[src/rtl/dbf_pkg.sv]
package dbf_pkg;
    localparam int EXP_W   = 3;
    localparam int FIELD_W = EXP_W + 1;
    localparam int LIM_W   = 2 ** EXP_W;

    typedef struct packed {
        logic             enable;
        logic [EXP_W-1:0] expo;
    } dbf_field_t;
endpackage

[src/rtl/dbf_tick.sv]
module dbf_tick #(
    parameter int CLKS_PER_MS = 50000
) (
    input  logic clk_i,
    input  logic rst_ni,
    output logic tick_o
);
    localparam int CW = (CLKS_PER_MS > 1) ? $clog2(CLKS_PER_MS) : 1;
    localparam logic [CW-1:0] LAST = CW'(CLKS_PER_MS - 1);

    typedef struct packed {
        logic [CW-1:0] cnt;
        logic          tick;
    } tick_st_t;

    tick_st_t st_d, st_q;

    always_comb begin
        st_d = st_q;
        if (st_q.cnt == LAST) begin
            st_d.cnt  = '0;
            st_d.tick = 1'b1;
        end else begin
            st_d.cnt  = st_q.cnt + CW'(1);
            st_d.tick = 1'b0;
        end
    end

    always_ff @(posedge clk_i or negedge rst_ni) begin
        if (!rst_ni) st_q <= '0;
        else         st_q <= st_d;
    end

    assign tick_o = st_q.tick;

    // independent gap counter to check tick spacing
    logic [CW:0] gap_d, gap_q;
    assign gap_d = tick_o ? (CW+1)'(1) : gap_q + (CW+1)'(1);

    always_ff @(posedge clk_i or negedge rst_ni) begin
        if (!rst_ni) gap_q <= '0;
        else         gap_q <= gap_d;
    end

    a_r1_tick_period: assert property (@(posedge clk_i) disable iff (!rst_ni)
        tick_o |-> (gap_q == (CW+1)'(CLKS_PER_MS)));
endmodule

[src/rtl/dbf_sync.sv]
module dbf_sync #(
    parameter int STAGES = 2
) (
    input  logic clk_i,
    input  logic rst_ni,
    input  logic d_i,
    output logic q_o
);
    logic [STAGES-1:0] sh_d, sh_q;

    always_comb begin
        sh_d = {sh_q[STAGES-2:0], d_i};
    end

    always_ff @(posedge clk_i or negedge rst_ni) begin
        if (!rst_ni) sh_q <= '0;
        else         sh_q <= sh_d;
    end

    assign q_o = sh_q[STAGES-1];
endmodule

[src/rtl/dbf_lane.sv]
module dbf_lane
    import dbf_pkg::*;
#(
    parameter int SYNC_STAGES = 2
) (
    input  logic               clk_i,
    input  logic               rst_ni,
    input  logic               tick_i,
    input  logic [FIELD_W-1:0] field_i,
    input  logic               raw_i,
    output logic               filt_o
);
    localparam int PRIME_W = $clog2(SYNC_STAGES + 2);
    localparam logic [PRIME_W-1:0] PRIME_DONE = PRIME_W'(SYNC_STAGES + 1);

    typedef struct packed {
        logic               out;
        logic               last;
        logic [LIM_W-1:0]   cnt;
        logic [PRIME_W-1:0] prime;
    } lane_st_t;

    lane_st_t         st_d, st_q;
    dbf_field_t       cfg;
    logic             sync_w;
    logic             primed_w;
    logic [LIM_W-1:0] limit_w;

    dbf_sync #(.STAGES(SYNC_STAGES)) u_sync (
        .clk_i  (clk_i),
        .rst_ni (rst_ni),
        .d_i    (raw_i),
        .q_o    (sync_w)
    );

    assign cfg      = dbf_field_t'(field_i);
    assign primed_w = (st_q.prime == PRIME_DONE);
    assign limit_w  = LIM_W'(1) << cfg.expo;

    always_comb begin
        st_d      = st_q;
        st_d.last = sync_w;
        if (!primed_w) st_d.prime = st_q.prime + PRIME_W'(1);

        if (!primed_w || !cfg.enable) begin
            st_d.out = sync_w;
            st_d.cnt = '0;
        end else if ((sync_w == st_q.out) || (sync_w != st_q.last)) begin
            st_d.cnt = '0;
        end else if (tick_i) begin
            if ((st_q.cnt + LIM_W'(1)) >= limit_w) begin
                st_d.out = sync_w;
                st_d.cnt = '0;
            end else begin
                st_d.cnt = st_q.cnt + LIM_W'(1);
            end
        end
    end

    always_ff @(posedge clk_i or negedge rst_ni) begin
        if (!rst_ni) st_q <= '0;
        else         st_q <= st_d;
    end

    assign filt_o = (primed_w && cfg.enable) ? st_q.out : sync_w;

    a_r7_commit_on_tick: assert property (@(posedge clk_i) disable iff (!rst_ni)
        (primed_w && $past(primed_w) && cfg.enable && $past(cfg.enable)
         && (st_q.out != $past(st_q.out))) |-> $past(tick_i));

    a_r7_commit_to_sync: assert property (@(posedge clk_i) disable iff (!rst_ni)
        (st_q.out != $past(st_q.out)) |-> (st_q.out == $past(sync_w)));

    a_r6_count_needs_steady: assert property (@(posedge clk_i) disable iff (!rst_ni)
        (st_q.cnt != '0) |-> (($past(sync_w) != $past(st_q.out))
                              && ($past(sync_w) == $past(st_q.last))));

    a_r2_bypass_tracks: assert property (@(posedge clk_i) disable iff (!rst_ni)
        $past(!cfg.enable) |-> (st_q.out == $past(sync_w)));
endmodule

[src/rtl/pow2_debounce.sv]
module pow2_debounce
    import dbf_pkg::*;
#(
    parameter int LANES       = 2,
    parameter int CLKS_PER_MS = 50000,
    parameter int SYNC_STAGES = 2
) (
    input  logic                     clk_i,
    input  logic                     rst_ni,
    input  logic [LANES*FIELD_W-1:0] cfg_i,
    input  logic [LANES-1:0]         raw_i,
    output logic [LANES-1:0]         filt_o
);
    logic tick_w;

    dbf_tick #(.CLKS_PER_MS(CLKS_PER_MS)) u_tick (
        .clk_i  (clk_i),
        .rst_ni (rst_ni),
        .tick_o (tick_w)
    );

    for (genvar g = 0; g < LANES; g++) begin : g_lane
        dbf_lane #(.SYNC_STAGES(SYNC_STAGES)) u_lane (
            .clk_i   (clk_i),
            .rst_ni  (rst_ni),
            .tick_i  (tick_w),
            .field_i (cfg_i[g*FIELD_W +: FIELD_W]),
            .raw_i   (raw_i[g]),
            .filt_o  (filt_o[g])
        );
    end

    a_r8_reset_low: assert property (@(posedge clk_i)
        !rst_ni |-> (filt_o == '0));
endmodule

[config.mk]
export PLATFORM = sky130hd
export DESIGN_NAME = pow2_debounce
export DESIGN_NICKNAME = d
export VERILOG_FILES = /design/src/rtl/dbf_pkg.sv /design/src/rtl/dbf_tick.sv /design/src/rtl/dbf_sync.sv /design/src/rtl/dbf_lane.sv /design/src/rtl/pow2_debounce.sv
export SDC_FILE = /design/constraint.sdc
export NUM_CORES = 1
export LEC_CHECK = 0
export BUFFER_PORTS_ARGS = -buffer_cell sky130_fd_sc_hd__clkbuf_2
export CORE_AREA = 2 2 68 70
export CTS_BUF_LIST = sky130_fd_sc_hd__clkbuf_2
export CTS_CLUSTER_DIAMETER = 80
export DETAILED_ROUTE_END_ITERATION = 8
export DIE_AREA = 0 0 70 72
export PLACE_DENSITY = 0.78
export SLEW_MARGIN = 20
export SYNTH_ARGS = -nofsm -noshare
export SYNTH_HDL_FRONTEND = slang
export SYNTH_SLANG_ARGS = --single-unit
[constraint.sdc]
create_clock -name clk_i -period 2.7 [get_ports clk_i]
set_input_delay 0.81 -clock clk_i [delete_from_list [all_inputs] [get_ports clk_i]]
set_output_delay 0.81 -clock clk_i [all_outputs]
set_load 0.02 [all_outputs]
==> impl_metrics.csv <==
group,metric,value,unit
pwr,p_per_area,401,nW/um2
sta,fin_ws,0.119,ns
logic_synthesis,synth-seq-cells,45,
pwr,total_power,1.19,mW
critical_path,crit_arrival,2.90,ns
critical_path,worstPathMaxFanout,4,
min_path,hold_class,"flop to flop",
critical_path,path_class,"flop to flop",
critical_path,rr_worst_depth,10,
logic_synthesis,syn-instance-count,236,
global_route,grt_overflow,0,
finish,layout_common_cells,"45 x dfrtp_1, 23 x buf_4, 20 x ha_1, 19 x clkbuf_2, 18 x nand2_1",
detailed_routing,postRouteAntennaNets,0,
floorplanning,dieWidth,70,um
sta,finalClockSkew,0.0182,ns
sta,setup_viol,0,
sta,slew_headroom,0.632,
global_route,grt_pass1_vias,1790,
logic_synthesis,ys.flop_type,"dfrtp_1",
finish,layout_commonest_cell,"dfrtp_1",
sta,rsz0062_at_grt,"yes",
sta,slew_violations,0,
logic_synthesis,synth_nets,269,
critical_path,slowest_stage,"dfrtp_1",
critical_path,r2r_slack,0.12,ns
sta,worst_pin_slew,0.550,ns
finish,drive_gt1_frac,0.271,
critical_path,end_kind,"flop",
sta,period_share,0.956,
global_route,grt_max_degree,46,
detailed_routing,drt-vias-per-instance,5.61,
critical_path,critical_path.cell_chain,"ha_2, nand3_1, nor2_2, xor2_1, ha_1, and2_1, a2111oi_4, o21ai_1, o21ai_0, mux2_2",
clock_tree,clk_pin_slew,0.21,ns
logic_synthesis,yosysTopAreaCell,"dfrtp_1",
clock_tree,cts.hold.buffers_added,0,
clock_tree,cts_root_buf,"clkbuf_2",
logic_synthesis,synth_area,2580,um2
finish,postLayoutCoreUtil,0.698,
finish,antenna_cells,0,
detailed_routing,routed_wl,4.34,mm
critical_path,cp.required,3.02,ns
clock_tree,cts_buffers,5,
placement,dpl_cell_area,2810,um2
finish,area_delta_synth_final,15.2,%
critical_path,worstSetupStartpointType,"flop",
logic_synthesis,synth_top_area_share,0.436,
placement,dp_hpwl,3.25,mm
critical_path,slowest_delay,0.43,ns
detailed_routing,vias,1846,
floorplanning,dieArea,5040,um2
job,maxCapViolCount,0,
clock_tree,htreeDepth,2,
floorplanning,initial_core_util,0.606,
sta,fmax,387,MHz
critical_path,crit_buf_inv,0,
pwr,ir_worst_vdd,362,uV
logic_synthesis,yosysWarnings,0,
clock_tree,clock-sinks,45,
logic_synthesis,postSynth.asyncResetShare,1.00,
detailed_routing,post_drt_wl_per_cell,13.2,um
logic_synthesis,ys_seq_area_frac,0.436,
sta,period_minus_slack,2.58,ns
finish,fin_nets,309,
clock_tree,clock_path_buffers,2,
finish,fin_area,2980,um2
min_path,worstHoldPathCells,0,
placement,globalplace.congestion,0.786,
detailed_routing,drc,0,
clock_tree,cts_tree,"built",
detailed_routing,dr.first_iter.drc_count,56,
critical_path,crit_family,"compound AO/OA/AOI/OAI gates",
min_path,min-delay-start,"g_lane[1].u_lane.u_sync.sh_q[0]",
floorplanning,die_h,72,um
global_route,grt_pass1_wl,7.88,mm
floorplanning,core-area,4260,um2
floorplanning,io-pin-count,14,
detailed_routing,drt_first_pass_iters,4,
sta,whs,0.377,ns
clock_tree,clkLatencyLatePin,0.40,ns
logic_synthesis,synthTopCellsByArea,"dfrtp_1 44%, ha_1 10%, a22o_1 3.7%, xnor2_1 3.7%, xor2_1 3.7%",
logic_synthesis,synth_edf_count,0,
logic_synthesis,syn_area_per_cell,10.9,um2
global_route,track_usage,0.194,
sta,hold_violations,0,
placement,dpl_worst_slack,-0.178,ns
outcome,status,"completed",
logic_synthesis,synthDistinctLibCells,42,
pwr,p_leak,1.46,nW
critical_path,worstReg2RegEnd,"g_lane[0].u_lane.st_q[11]",
critical_path,r2r_start,"g_lane[0].u_lane.st_q[3]",
global_route,antenna_found_initial,0,
floorplanning,fp-row-count,24,
min_path,min_to,"g_lane[1].u_lane.u_sync.sh_q[1]",
placement,portBuffers,13,
-- state kept, by name, summed over array words and instances, names as in the netlist --
register,cells
g_lane.u_lane.st_q,24
u_tick.st_q,16
g_lane.u_lane.u_sync.sh_q,4
u_tick.tick_o,1
-- stage by stage --
stage / setup TNS (ns) / instances
after global routing: -0.119 / 329
after CTS: 0 / 324
final: 0 / 329
after detailed placement: -0.523 / 314
after global placement: -0.239 / 314
after floorplan: 0 / 236
-- logic make-up after synthesis --
group	count (synthesis)	synth area share
and+or+nand+nor	95	0.212
xor gates and xnor gates	22	0.0746
muxes	8	0.0349
adders and majority gates	21	0.102
buffers and inverters	4	0.0102
DFF	45	0.436
AOI/OAI and AO/OA	41	0.130
-- worst max path at each step --
stage	cells past startpoint	slack (ns)	to	start
floorplan	7	0.07	g_lane[0].u_lane.st_q[11]	cfg_i[0]
global route	10	-0.06	g_lane[0].u_lane.st_q[11]	g_lane[0].u_lane.st_q[3]
global placement	8	-0.10	g_lane[1].u_lane.st_q[11]	cfg_i[4]
CTS	10	0.04	g_lane[0].u_lane.st_q[11]	g_lane[0].u_lane.st_q[2]
detailed placement	8	-0.18	g_lane[0].u_lane.st_q[11]	cfg_i[0]
finish	10	0.12	g_lane[0].u_lane.st_q[11]	g_lane[0].u_lane.st_q[3]
-- power breakdown --
| group | switching [mW] | total, mW | internal [mW] | leakage, nW |
|---|---|---|---|---|
| sequential | 0.00909 | 0.696 | 0.687 | 0.575 |
| combinational | 0.0700 | 0.136 | 0.0665 | 0.841 |
| clock | 0.202 | 0.360 | 0.158 | 0.0406 |
| total | 0.281 | 1.19 | 0.911 | 1.46 |
-- what timing repair did --
item / in CTS / in global routing
resized for setup: 0 / 11
buffers inserted: 2 / 5
endpoints found under the setup margin: 1 / 13
pin swaps: 0 / 3
-- worst register-to-register path: stages, from the launching register on --
cell,delay (ns)
dfrtp_1,0.43
ha_2,0.21
nand3_1,0.12
nor2_2,0.16
xor2_1,0.23
ha_1,0.27
and2_1,0.20
a2111oi_4,0.33
o21ai_1,0.12
o21ai_0,0.11
mux2_2,0.35
-- area by class of cell --
type	instances	area, um2
multi-input cells	187	1480
fillers	336	1290
flip-flops and latches	45	1130
repair buffers	36	238
well taps	52	65.1
clock inverters	2	33.8
clock buffers	6	30.0
inverters	1	3.75
-- cells in the mapped netlist (6+ instances only) --
master    count
a22o_1       11
nand3b_1      8
dfrtp_1      45
xnor2_1      11
ha_1         21
nand3_1      13
mux2_2        8
nor2_1       15
o21ai_0       9
xor2_1       11
nand2_1      19
nor2b_1       6
-- routing by layer --
| layer | global-route usage | part of all wire | vias to the layer above |
|---|---|---|---|
| li1 | - | - | 943 |
| met1 | 0.261 | 0.48 | 879 |
| met2 | 0.311 | 0.49 | 19 |
| met3 | 0.0431 | 0.024 | 5 |
| met4 | 0.0705 | 0.0078 | 0 |
| met5 | 0 | 0 | - |
No activity file was read; power rests on OpenSTA's default activity.
